**config.mk**
```make
export PLATFORM = sky130hd
export DESIGN_NAME = cfi_qry_engine
export DESIGN_NICKNAME = d
export VERILOG_FILES = /design/src/rtl/cfi_qry_pkg.sv /design/src/rtl/cfi_qry_bus.sv /design/src/rtl/cfi_qry_region_dec.sv /design/src/rtl/cfi_qry_engine.sv
export SDC_FILE = /design/constraint.sdc
export NUM_CORES = 2
export LEC_CHECK = 0
export ABC_AREA = 0
export BUFFER_PORTS_ARGS = -buffer_cell sky130_fd_sc_hd__buf_2
export CAP_MARGIN = 20
export CORE_ASPECT_RATIO = 0.5
export CORE_MARGIN = 1.5
export CORE_UTILIZATION = 35
export CTS_BUF_LIST = sky130_fd_sc_hd__clkbuf_4 sky130_fd_sc_hd__clkbuf_8
export CTS_CLUSTER_DIAMETER = 30
export CTS_CLUSTER_SIZE = 12
export DETAILED_ROUTE_END_ITERATION = 8
export GPL_TIMING_DRIVEN = 0
export PLACE_DENSITY_LB_ADDON = 0.2
export SYNTH_ARGS = -nofsm -noshare
export SYNTH_HDL_FRONTEND = slang
export SYNTH_SLANG_ARGS = --single-unit
```
**constraint.sdc**
```tcl
create_clock -name clk_i -period 12.21 [get_ports clk_i]
set_clock_uncertainty 0.2 [all_clocks]
set_input_delay 1.8315 -clock clk_i [delete_from_list [all_inputs] [get_ports clk_i]]
set_output_delay 1.8315 -clock clk_i [all_outputs]
set_load 0.005 [all_outputs]
```
**src/rtl/cfi_qry_pkg.sv**
```systemverilog
package cfi_qry_pkg;
  localparam int BLK_W = 17;
  localparam int BSZ_W = 24;

  typedef enum logic [2:0] {
    PH_IDLE, PH_RESET, PH_ENTER, PH_SIG, PH_HDR, PH_REG, PH_EXIT0, PH_EXIT1
  } phase_e;

  localparam logic [7:0] CMD_RESET = 8'hF0;
  localparam logic [7:0] CMD_QUERY = 8'h98;
  localparam logic [7:0] CMD_ARRAY = 8'hFF;
  localparam logic [7:0] OFF_QUERY = 8'h55;
  localparam logic [7:0] OFF_SIG   = 8'h10;
  localparam logic [7:0] OFF_RGN   = 8'h2D;

  localparam logic [15:0] CS_TOGGLE = 16'd2;
  localparam logic [15:0] CS_STAT_A = 16'd1;
  localparam logic [15:0] CS_STAT_B = 16'd3;

  function automatic logic [7:0] sig_byte(input logic [2:0] i);
    case (i)
      3'd0:    sig_byte = 8'h51;
      3'd1:    sig_byte = 8'h52;
      default: sig_byte = 8'h59;
    endcase
  endfunction

  function automatic logic [7:0] hdr_off(input logic [2:0] i);
    case (i)
      3'd0: hdr_off = 8'h13;
      3'd1: hdr_off = 8'h14;
      3'd2: hdr_off = 8'h1F;
      3'd3: hdr_off = 8'h23;
      3'd4: hdr_off = 8'h21;
      3'd5: hdr_off = 8'h25;
      3'd6: hdr_off = 8'h27;
      default: hdr_off = 8'h2C;
    endcase
  endfunction
endpackage

```
**src/rtl/cfi_qry_bus.sv**
```systemverilog
module cfi_qry_bus #(
  parameter int ADDR_W   = 24,
  parameter bit WIDE_DEV = 1'b1
) (
  input  logic              clk_i,
  input  logic              rst_ni,
  input  logic              req_i,
  input  logic              we_i,
  input  logic [7:0]        off_i,
  input  logic [7:0]        wdata_i,
  output logic              ack_o,
  output logic [ADDR_W-1:0] addr_o,
  output logic [7:0]        wdata_o,
  output logic              wr_o,
  output logic              rd_o,
  input  logic              ready_i
);
  localparam int SH = WIDE_DEV ? 1 : 0;

  logic              busy_q, we_q;
  logic [ADDR_W-1:0] addr_q;
  logic [7:0]        wdata_q;

  always_ff @(posedge clk_i or negedge rst_ni) begin
    if (!rst_ni) begin
      busy_q  <= 1'b0;
      we_q    <= 1'b0;
      addr_q  <= '0;
      wdata_q <= '0;
    end else if (req_i && !busy_q) begin
      busy_q  <= 1'b1;
      we_q    <= we_i;
      addr_q  <= ADDR_W'(off_i) << SH;
      wdata_q <= wdata_i;
    end else if (busy_q && ready_i) begin
      busy_q <= 1'b0;
    end
  end

  assign ack_o   = busy_q & ready_i;
  assign addr_o  = addr_q;
  assign wdata_o = wdata_q;
  assign wr_o    = busy_q & we_q;
  assign rd_o    = busy_q & ~we_q;

  a_r12_strobe_excl: assert property (@(posedge clk_i) disable iff (!rst_ni)
    !(wr_o && rd_o));
  a_r12_hold_until_ready: assert property (@(posedge clk_i) disable iff (!rst_ni)
    (wr_o || rd_o) && !ready_i |=> (wr_o || rd_o) && $stable(addr_o) && $stable(wdata_o));
endmodule

```
**src/rtl/cfi_qry_region_dec.sv**
```systemverilog
module cfi_qry_region_dec
  import cfi_qry_pkg::*;
#(
  parameter int OFF_W = 32
) (
  input  logic [15:0]      cnt_fld_i,
  input  logic [15:0]      sz_fld_i,
  input  logic [OFF_W-1:0] base_i,
  output logic [BLK_W-1:0] blocks_o,
  output logic [BSZ_W-1:0] bsize_o,
  output logic [OFF_W-1:0] next_o
);
  assign blocks_o = BLK_W'(cnt_fld_i) + BLK_W'(1);
  assign bsize_o  = (sz_fld_i == 16'd0) ? BSZ_W'(128) : {sz_fld_i, 8'h00};
  assign next_o   = base_i + OFF_W'(OFF_W'(bsize_o) * OFF_W'(blocks_o));
endmodule

```
**src/rtl/cfi_qry_engine.sv**
```systemverilog
module cfi_qry_engine
  import cfi_qry_pkg::*;
#(
  parameter int ADDR_W      = 24,
  parameter bit WIDE_DEV    = 1'b1,
  parameter int MAX_REGIONS = 8,
  parameter int OFF_W       = 32,
  parameter int SIZE_W      = 32,
  localparam int CNT_W      = $clog2(MAX_REGIONS + 1)
) (
  input  logic                         clk_i,
  input  logic                         rst_ni,
  input  logic                         start_i,
  output logic [ADDR_W-1:0]            bus_addr_o,
  output logic [7:0]                   bus_wdata_o,
  output logic                         bus_wr_o,
  output logic                         bus_rd_o,
  input  logic [7:0]                   bus_rdata_i,
  input  logic                         bus_ready_i,
  output logic                         done_o,
  output logic                         valid_o,
  output logic                         fail_o,
  output logic                         region_clamp_o,
  output logic [15:0]                  vendor_o,
  output logic [8:0]                   wr_exp_o,
  output logic [8:0]                   er_exp_o,
  output logic [SIZE_W-1:0]            size_o,
  output logic [CNT_W-1:0]             num_regions_o,
  output logic [MAX_REGIONS*OFF_W-1:0] region_start_o,
  output logic [MAX_REGIONS*BLK_W-1:0] region_blocks_o,
  output logic [MAX_REGIONS*BSZ_W-1:0] region_bsize_o
);
  phase_e            ph_q, exit_ph;
  logic              wait_q;
  logic [2:0]        idx_q;
  logic [CNT_W-1:0]  ridx_q, num_q, num_new;
  logic [7:0]        b0_q, b1_q, b2_q;
  logic              done_q, valid_q, fail_q, clamp_q, raw_gt;
  logic [15:0]       vendor_q;
  logic [8:0]        wexp_q, eexp_q;
  logic [SIZE_W-1:0] size_q;
  logic [OFF_W-1:0]  acc_q, dec_next;
  logic [BLK_W-1:0]  dec_blocks;
  logic [BSZ_W-1:0]  dec_bsize;

  logic       req, ack, op_we, clr, commit;
  logic [7:0] op_off, op_wdata;

  assign req    = (ph_q != PH_IDLE) && !wait_q;
  assign clr    = start_i && (ph_q == PH_IDLE);
  assign commit = ack && (ph_q == PH_REG) && (idx_q == 3'd3);

  always_comb begin
    op_we    = 1'b0;
    op_off   = 8'h00;
    op_wdata = 8'h00;
    case (ph_q)
      PH_RESET: begin op_we = 1'b1; op_wdata = CMD_RESET; end
      PH_ENTER: begin op_we = 1'b1; op_off = OFF_QUERY; op_wdata = CMD_QUERY; end
      PH_SIG:   op_off = OFF_SIG + 8'(idx_q);
      PH_HDR:   op_off = hdr_off(idx_q);
      PH_REG:   op_off = OFF_RGN + (8'(ridx_q) << 2) + 8'(idx_q);
      PH_EXIT0: begin op_we = 1'b1; op_wdata = CMD_RESET; end
      PH_EXIT1: begin op_we = 1'b1; op_wdata = CMD_ARRAY; end
      default:  ;
    endcase
  end

  always_comb begin
    case (vendor_q)
      CS_TOGGLE:            exit_ph = PH_EXIT0;
      CS_STAT_A, CS_STAT_B: exit_ph = PH_EXIT1;
      default:              exit_ph = PH_IDLE;
    endcase
  end

  assign raw_gt  = int'(bus_rdata_i) > MAX_REGIONS;
  assign num_new = raw_gt ? CNT_W'(MAX_REGIONS) : CNT_W'(bus_rdata_i);

  cfi_qry_bus #(.ADDR_W(ADDR_W), .WIDE_DEV(WIDE_DEV)) u_bus (
    .clk_i   (clk_i),
    .rst_ni  (rst_ni),
    .req_i   (req),
    .we_i    (op_we),
    .off_i   (op_off),
    .wdata_i (op_wdata),
    .ack_o   (ack),
    .addr_o  (bus_addr_o),
    .wdata_o (bus_wdata_o),
    .wr_o    (bus_wr_o),
    .rd_o    (bus_rd_o),
    .ready_i (bus_ready_i)
  );

  cfi_qry_region_dec #(.OFF_W(OFF_W)) u_dec (
    .cnt_fld_i ({b1_q, b0_q}),
    .sz_fld_i  ({bus_rdata_i, b2_q}),
    .base_i    (acc_q),
    .blocks_o  (dec_blocks),
    .bsize_o   (dec_bsize),
    .next_o    (dec_next)
  );

  always_ff @(posedge clk_i or negedge rst_ni) begin
    if (!rst_ni) begin
      ph_q     <= PH_IDLE;
      wait_q   <= 1'b0;
      idx_q    <= '0;
      ridx_q   <= '0;
      num_q    <= '0;
      b0_q     <= '0;
      b1_q     <= '0;
      b2_q     <= '0;
      done_q   <= 1'b0;
      valid_q  <= 1'b0;
      fail_q   <= 1'b0;
      clamp_q  <= 1'b0;
      vendor_q <= '0;
      wexp_q   <= '0;
      eexp_q   <= '0;
      size_q   <= '0;
      acc_q    <= '0;
    end else if (clr) begin
      ph_q     <= PH_RESET;
      wait_q   <= 1'b0;
      idx_q    <= '0;
      ridx_q   <= '0;
      num_q    <= '0;
      done_q   <= 1'b0;
      valid_q  <= 1'b0;
      fail_q   <= 1'b0;
      clamp_q  <= 1'b0;
      vendor_q <= '0;
      wexp_q   <= '0;
      eexp_q   <= '0;
      size_q   <= '0;
      acc_q    <= '0;
    end else if (ack) begin
      wait_q <= 1'b0;
      case (ph_q)
        PH_RESET: ph_q <= PH_ENTER;
        PH_ENTER: begin ph_q <= PH_SIG; idx_q <= '0; end
        PH_SIG: begin
          if (bus_rdata_i != sig_byte(idx_q)) begin
            ph_q   <= PH_IDLE;
            done_q <= 1'b1;
            fail_q <= 1'b1;
          end else if (idx_q == 3'd2) begin
            ph_q  <= PH_HDR;
            idx_q <= '0;
          end else begin
            idx_q <= idx_q + 3'd1;
          end
        end
        PH_HDR: begin
          idx_q <= idx_q + 3'd1;
          case (idx_q)
            3'd0: vendor_q[7:0]  <= bus_rdata_i;
            3'd1: vendor_q[15:8] <= bus_rdata_i;
            3'd2: wexp_q <= {1'b0, bus_rdata_i};
            3'd3: wexp_q <= wexp_q + {1'b0, bus_rdata_i};
            3'd4: eexp_q <= {1'b0, bus_rdata_i};
            3'd5: eexp_q <= eexp_q + {1'b0, bus_rdata_i};
            3'd6: size_q <= SIZE_W'(1) << bus_rdata_i;
            default: begin
              num_q   <= num_new;
              clamp_q <= raw_gt;
              idx_q   <= '0;
              ridx_q  <= '0;
              if (num_new != '0) begin
                ph_q <= PH_REG;
              end else if (exit_ph == PH_IDLE) begin
                ph_q    <= PH_IDLE;
                done_q  <= 1'b1;
                valid_q <= 1'b1;
              end else begin
                ph_q <= exit_ph;
              end
            end
          endcase
        end
        PH_REG: begin
          case (idx_q)
            3'd0: b0_q <= bus_rdata_i;
            3'd1: b1_q <= bus_rdata_i;
            3'd2: b2_q <= bus_rdata_i;
            default: ;
          endcase
          if (idx_q != 3'd3) begin
            idx_q <= idx_q + 3'd1;
          end else begin
            idx_q <= '0;
            acc_q <= dec_next;
            if (ridx_q + CNT_W'(1) == num_q) begin
              if (exit_ph == PH_IDLE) begin
                ph_q    <= PH_IDLE;
                done_q  <= 1'b1;
                valid_q <= 1'b1;
              end else begin
                ph_q <= exit_ph;
              end
            end else begin
              ridx_q <= ridx_q + CNT_W'(1);
            end
          end
        end
        PH_EXIT0: ph_q <= PH_EXIT1;
        PH_EXIT1: begin
          ph_q    <= PH_IDLE;
          done_q  <= 1'b1;
          valid_q <= 1'b1;
        end
        default: ph_q <= PH_IDLE;
      endcase
    end else if (req) begin
      wait_q <= 1'b1;
    end
  end

  for (genvar g = 0; g < MAX_REGIONS; g++) begin : g_rgn
    logic [OFF_W-1:0] st_q;
    logic [BLK_W-1:0] bk_q;
    logic [BSZ_W-1:0] bs_q;
    always_ff @(posedge clk_i or negedge rst_ni) begin
      if (!rst_ni) begin
        st_q <= '0;
        bk_q <= '0;
        bs_q <= '0;
      end else if (clr) begin
        st_q <= '0;
        bk_q <= '0;
        bs_q <= '0;
      end else if (commit && ridx_q == CNT_W'(g)) begin
        st_q <= acc_q;
        bk_q <= dec_blocks;
        bs_q <= dec_bsize;
      end
    end
    assign region_start_o[g*OFF_W +: OFF_W]  = st_q;
    assign region_blocks_o[g*BLK_W +: BLK_W] = bk_q;
    assign region_bsize_o[g*BSZ_W +: BSZ_W]  = bs_q;
  end

  assign done_o         = done_q;
  assign valid_o        = valid_q;
  assign fail_o         = fail_q;
  assign region_clamp_o = clamp_q;
  assign vendor_o       = vendor_q;
  assign wr_exp_o       = wexp_q;
  assign er_exp_o       = eexp_q;
  assign size_o         = size_q;
  assign num_regions_o  = num_q;

  a_r4_flag_excl: assert property (@(posedge clk_i) disable iff (!rst_ni)
    !(valid_o && fail_o) && ((valid_o || fail_o) == done_o));
  a_r10_count_max: assert property (@(posedge clk_i) disable iff (!rst_ni)
    int'(num_regions_o) <= MAX_REGIONS);
  a_r11_done_hold: assert property (@(posedge clk_i) disable iff (!rst_ni)
    done_o && !start_i |=> done_o && $stable(vendor_o) && $stable(region_start_o));
  a_r12_idle_quiet: assert property (@(posedge clk_i) disable iff (!rst_ni)
    (ph_q == PH_IDLE) |-> !(bus_wr_o || bus_rd_o));
endmodule

```
==> reports/summary.log <==
INFO  timing         slew-limit-headroom=17.35%
INFO  floorplan      die_footprint=109900squm
INFO  layout         final_nets=5439
INFO  yosys          synth-edff-count=0
INFO  grt            grt.overflow.total=0
INFO  floorplan      core_area=105900squm
INFO  grt            grt_util_all_layers=29.36%
INFO  clock_tree     cts_tree=done
INFO  layout         fill_cells=10690
INFO  power_and_ir_drop powerDensity=120.5nW/um^2
INFO  power_and_ir_drop p_int=3.818mW
INFO  drt            detail_route.wirelength=163300microns
INFO  placement      placed_cells=6406
INFO  drt            detail_route.first_pass.iterations=9
INFO  layout         footprint_of_the_multi_input_gates=17890squm
INFO  floorplan      std_cell_rows=84
INFO  hold_path      whs_path_depth=2
INFO  run            drv.max_cap_violation_count=0
INFO  hold_path      min_path_type=flop to flop
INFO  floorplan      starting_density_of_the_core=35.62%
INFO  layout         final_cell_count_no_fill=6631
INFO  yosys          synth.yosys.seq_area_share=45.22%
INFO  clock_tree     cts.clk_slew.worst_paths=0.08ns
INFO  clock_tree     htree_num_levels=3
INFO  yosys          async_flop_share=100.0%
INFO  worst_setup_path worst_setup_path_end_kind=flop
INFO  timing         hold_viol=0
INFO  yosys          synth_top_area_share=45.22%
INFO  layout         area_growth_syn_to_layout=22.77%
INFO  drt            remaining_drc_errors=0
INFO  timing         slew_violations=0
INFO  worst_setup_path ff2ff_setup_slack=3.04ns
INFO  drt            detailroute.via_count=34330
INFO  power_and_ir_drop p_comb_share=13.9%
INFO  yosys          netlist_instances=4257
INFO  yosys          synth_warnings=0
INFO  grt            number_of_antenna_violations_at_the_first_check_in_global_routing=9
INFO  outcome        status=finished, final reports clean
INFO  timing         finalCritPeriodShare=87.46%
INFO  worst_setup_path r2r-start=b2_q[0]
INFO  power_and_ir_drop ir_drop=0.00008612V
INFO  drt            drt-wirelength-per-cell=24.63microns
INFO  grt            first_global_vias=33450
INFO  grt            global_route_wire_length_before_repair=234900microns
INFO  grt            pin_count_of_the_biggest_net_entering_global_routing=122
INFO  yosys          post_synthesis_cell_type_count=65
INFO  drt            postRouteAntennaNets=0
INFO  worst_setup_path worst_setup_path_start_kind=input port
INFO  hold_path      worstHoldStart=size_o[5]
INFO  clock_tree     numClockSinks=682
INFO  timing         setup_repair_after_global_routing_missed_its_margin=no
INFO  floorplan      die_w=467.4microns
INFO  layout         sequential_cell_area=17070squm
INFO  floorplan      pin_count=704
INFO  timing         number_of_setup_violations_in_the_final_report=0
INFO  worst_setup_path critPathRequiredTime=12.75ns
INFO  clock_tree     cts_made_buffers=110
INFO  yosys          synth_ff_type=dfrtp_1
INFO  clock_tree     maximum_number_of_buffers_from_clock_root_to_sink=3
INFO  power_and_ir_drop power.static_leakage=23.33nW
INFO  worst_setup_path critical_path_top_delay_cell=nor4_4
INFO  yosys          syn-cell-area=37740squm
INFO  clock_tree     worst_skew_pair.late_latency=0.85ns
INFO  power_and_ir_drop netSwitchingFraction=31.63%
INFO  worst_setup_path worst-endpoint-arrival=11.22ns
INFO  timing         finalCriticalPeriod=10.68ns
INFO  worst_setup_path reg2reg_to=acc_q[30]
INFO  yosys          synth_area_leader_cell=dfrtp_1
INFO  hold_path      hold_end=size_o[5]
INFO  placement      detailedPlacementHpwl=124900microns
INFO  worst_setup_path critical-path-top-cell-by-count=fa_1
INFO  yosys          ys_seq_elements=682
INFO  worst_setup_path crit_type=input port to flop
INFO  power_and_ir_drop pwr-share-seq=41.5%
INFO  timing         clock.fmax=0.09364GHz
INFO  placement      port_buffers=630
INFO  worst_setup_path path_max_fanout=10
INFO  floorplan      die_h=235.2microns
INFO  drt            detailedRoute.firstIterationViolations=3458
INFO  timing         worst-slew-pin-transition=1.236ns
INFO  power_and_ir_drop clock_power_share=44.6%
INFO  layout         drive_above_1_share=19.12%
INFO  clock_tree     post_cts_buffers=0
INFO  yosys          largest_cells_by_area_after_synthesis=dfrtp_1 45%, fa_1 11%, nand2_1 11%
INFO  yosys          post_synth.cell_area_avg=8.865squm
INFO  drt            routed_via_density=5.178
INFO  power_and_ir_drop total_power=5.585mW
INFO  power_and_ir_drop net-switching-power=1.766mW
INFO  clock_tree     clock-root-buffer=clkbuf_8
INFO  clock_tree     cts_resized=0
INFO  clock_tree     holdBufCountCts=0
INFO  worst_setup_path rr_worst_depth=22
INFO  worst_setup_path cpPeakStageDelay=1.03ns
INFO  worst_setup_path crit_chain=buf_2 > clkbuf_1 > nor3_1 > nand2_1 > nor4_4 > clkbuf_1 > nand2_1 > fa_1 > fa_1 > inv_1 > fa_1 > fa_1 > fa_1 > inv_1 > fa_1 > inv_1 > ha_1 > and2_1 > and3_1 > nand3_1 > o31ai_1 > nor3_1 > or3_1 > nand3_1
INFO  placement      gpl.final_weighted_congestion=0.9612
-- placed cells by master, fill, tap and decap left out, drive strengths merged, types with 7 or more instances in the layout --
| cell | Yosys | layout |
|---|---|---|
| and2 | 74 | 74 |
| nand2 | 1133 | 1133 |
| buf | 111 | 780 |
| conb | 1 | 73 |
| o21a | 7 | 7 |
| a21oi | 556 | 556 |
| fa | 215 | 215 |
| xnor2 | 50 | 50 |
| nand2b | 25 | 25 |
| nor3 | 39 | 39 |
| clkbuf | 293 | 415 |
| nor2b | 52 | 52 |
| nand3 | 61 | 61 |
| and3 | 7 | 7 |
| ha | 102 | 102 |
| a211oi | 33 | 33 |
| a31oi | 11 | 11 |
| mux2i | 11 | 11 |
| clkinvlp | 0 | 20 |
| a21o | 12 | 12 |
| xor2 | 21 | 21 |
| nor4 | 7 | 7 |
| o21ai | 96 | 96 |
| clkinv | 1 | 22 |
| o31ai | 7 | 7 |
| bufinv | 0 | 18 |
| diode | 0 | 8 |
| inv | 339 | 364 |
| mux2 | 21 | 21 |
| nand4 | 8 | 8 |
| dfrtp | 682 | 682 |
| nor2 | 218 | 218 |
-- power groups by stage --
stage	clock network, mW	registers (mW)	logic (mW)
final	2.49	2.32	0.777
after global routing	2.63	2.32	0.837
after CTS	2.53	2.32	0.763
after detailed placement	0	2.36	0.762
after global placement	0	2.36	0.735
after floorplan	0	2.35	0.396
-- how the worst max path moves through the flow --
stage	from	depth (start not counted)	endpoint	slack (ns)
floorplan	bus_rdata_i[3]	24	acc_q[31]	3.78
global placement	rst_ni	1	size_o[18]	-5.59
detailed placement	bus_rdata_i[7]	24	acc_q[30]	0.98
CTS	bus_rdata_i[7]	24	acc_q[30]	1.80
global route	bus_rdata_i[7]	24	acc_q[30]	1.37
finish	bus_rdata_i[7]	24	acc_q[30]	1.53
-- logic make-up (layout without fill, tap and decap cells) --
group	after synthesis	in the layout	share of synthesized area, %
xor+xnor	74	74	1.847
compound gates	763	763	10.92
flops	682	682	45.22
simple gates	1644	1644	18.10
buf+inv	744	1619	8.199
mux	32	32	0.9184
fa+ha+maj	317	317	14.79
other cells	1	81	0.009937
-- registers in the layout, indices dropped and copies added, names as in the netlist, 4 cells and up --
name           flops
b0_q               8
u_bus.wdata_o      4
b2_q               8
g_rgn.bk_q       136
er_exp_o           9
b1_q               8
acc_q             32
g_rgn.bs_q       136
g_rgn.st_q       256
num_regions_o      4
vendor_o          16
u_bus.addr_o       7
wr_exp_o           9
ridx_q             4
size_o            32
-- worst max-delay path, delay by kind of cell --
family / cells / cell delay [ns]
compound gates: 1 / 0.68
buf+inv: 6 / 1.46
fa+ha+maj: 7 / 3.54
simple gates: 10 / 3.67
-- stage by stage --
| step | setup TNS (ns) | area (sq um) | hold slack (ns) | utilization (%) | setup WS (ns) |
|---|---|---|---|---|---|
| after CTS | 0 | 46160 | 0.2838 | 43.57 | 1.795 |
| final | 0 | 46330 | 0.2774 | 43.73 | 1.531 |
| after global routing | 0 | 46310 | 0.3172 | 43.71 | 1.372 |
| after detailed placement | 0 | 43430 | 0.2654 | 40.99 | 0.9765 |
| after floorplan | 0 | 38010 | 0.2733 | - | 3.777 |
| after global placement | -3723.75 | 42940 | 0.2604 | 40.53 | -5.587 |
-- layer usage --
layer  up-vias  track usage (%)  part of all wire [%]
met5         -                0                     0
met4         0            12.53                   4.6
met3       340            8.004                   9.4
met2      1503            45.25                    45
met1     17420            38.78                    41
li1      15070                -                     -
-- synth_stat cells (3+ instances only) --
| cell type | n |
|---|---|
| nand2b_1 | 25 |
| nand2_1 | 1133 |
| xor2_1 | 20 |
| mux2_2 | 21 |
| a22o_1 | 5 |
| and4_1 | 3 |
| nor2b_1 | 52 |
| o21a_1 | 7 |
| inv_1 | 339 |
| nor3b_1 | 3 |
| xnor3_1 | 3 |
| a21oi_1 | 556 |
| or4_1 | 4 |
| a32o_1 | 5 |
| a21boi_0 | 5 |
| o21ai_0 | 95 |
| ha_1 | 102 |
| nand3b_1 | 3 |
| nor4_1 | 6 |
| clkbuf_1 | 293 |
| o31ai_1 | 7 |
| xnor2_1 | 50 |
| fa_1 | 215 |
| buf_4 | 78 |
| and2_1 | 74 |
| nand3_1 | 61 |
| or3_1 | 3 |
| o211ai_1 | 5 |
| a21o_1 | 12 |
| and3_1 | 6 |
| dfrtp_1 | 682 |
| buf_2 | 7 |
| a211oi_1 | 33 |
| a22oi_1 | 4 |
| nor3_1 | 38 |
| o21bai_1 | 4 |
| nand4_1 | 8 |
| buf_1 | 26 |
| a31oi_1 | 11 |
| mux2i_1 | 11 |
| nor2_1 | 217 |
-- area by class of cell --
| class | count | area share (%) |
|---|---|---|
| multi-input cells | 2903 | 38.61 |
| flip-flops and latches | 682 | 36.84 |
| repair buffers | 669 | 8.099 |
| plain buffers | 404 | 3.927 |
| well taps | 1419 | 3.832 |
| clock buffers | 122 | 3.557 |
| inverters | 340 | 2.755 |
| clock inverters | 84 | 2.339 |
| diodes | 8 | 0.04321 |
No activity file was read; power rests on OpenSTA's default activity.
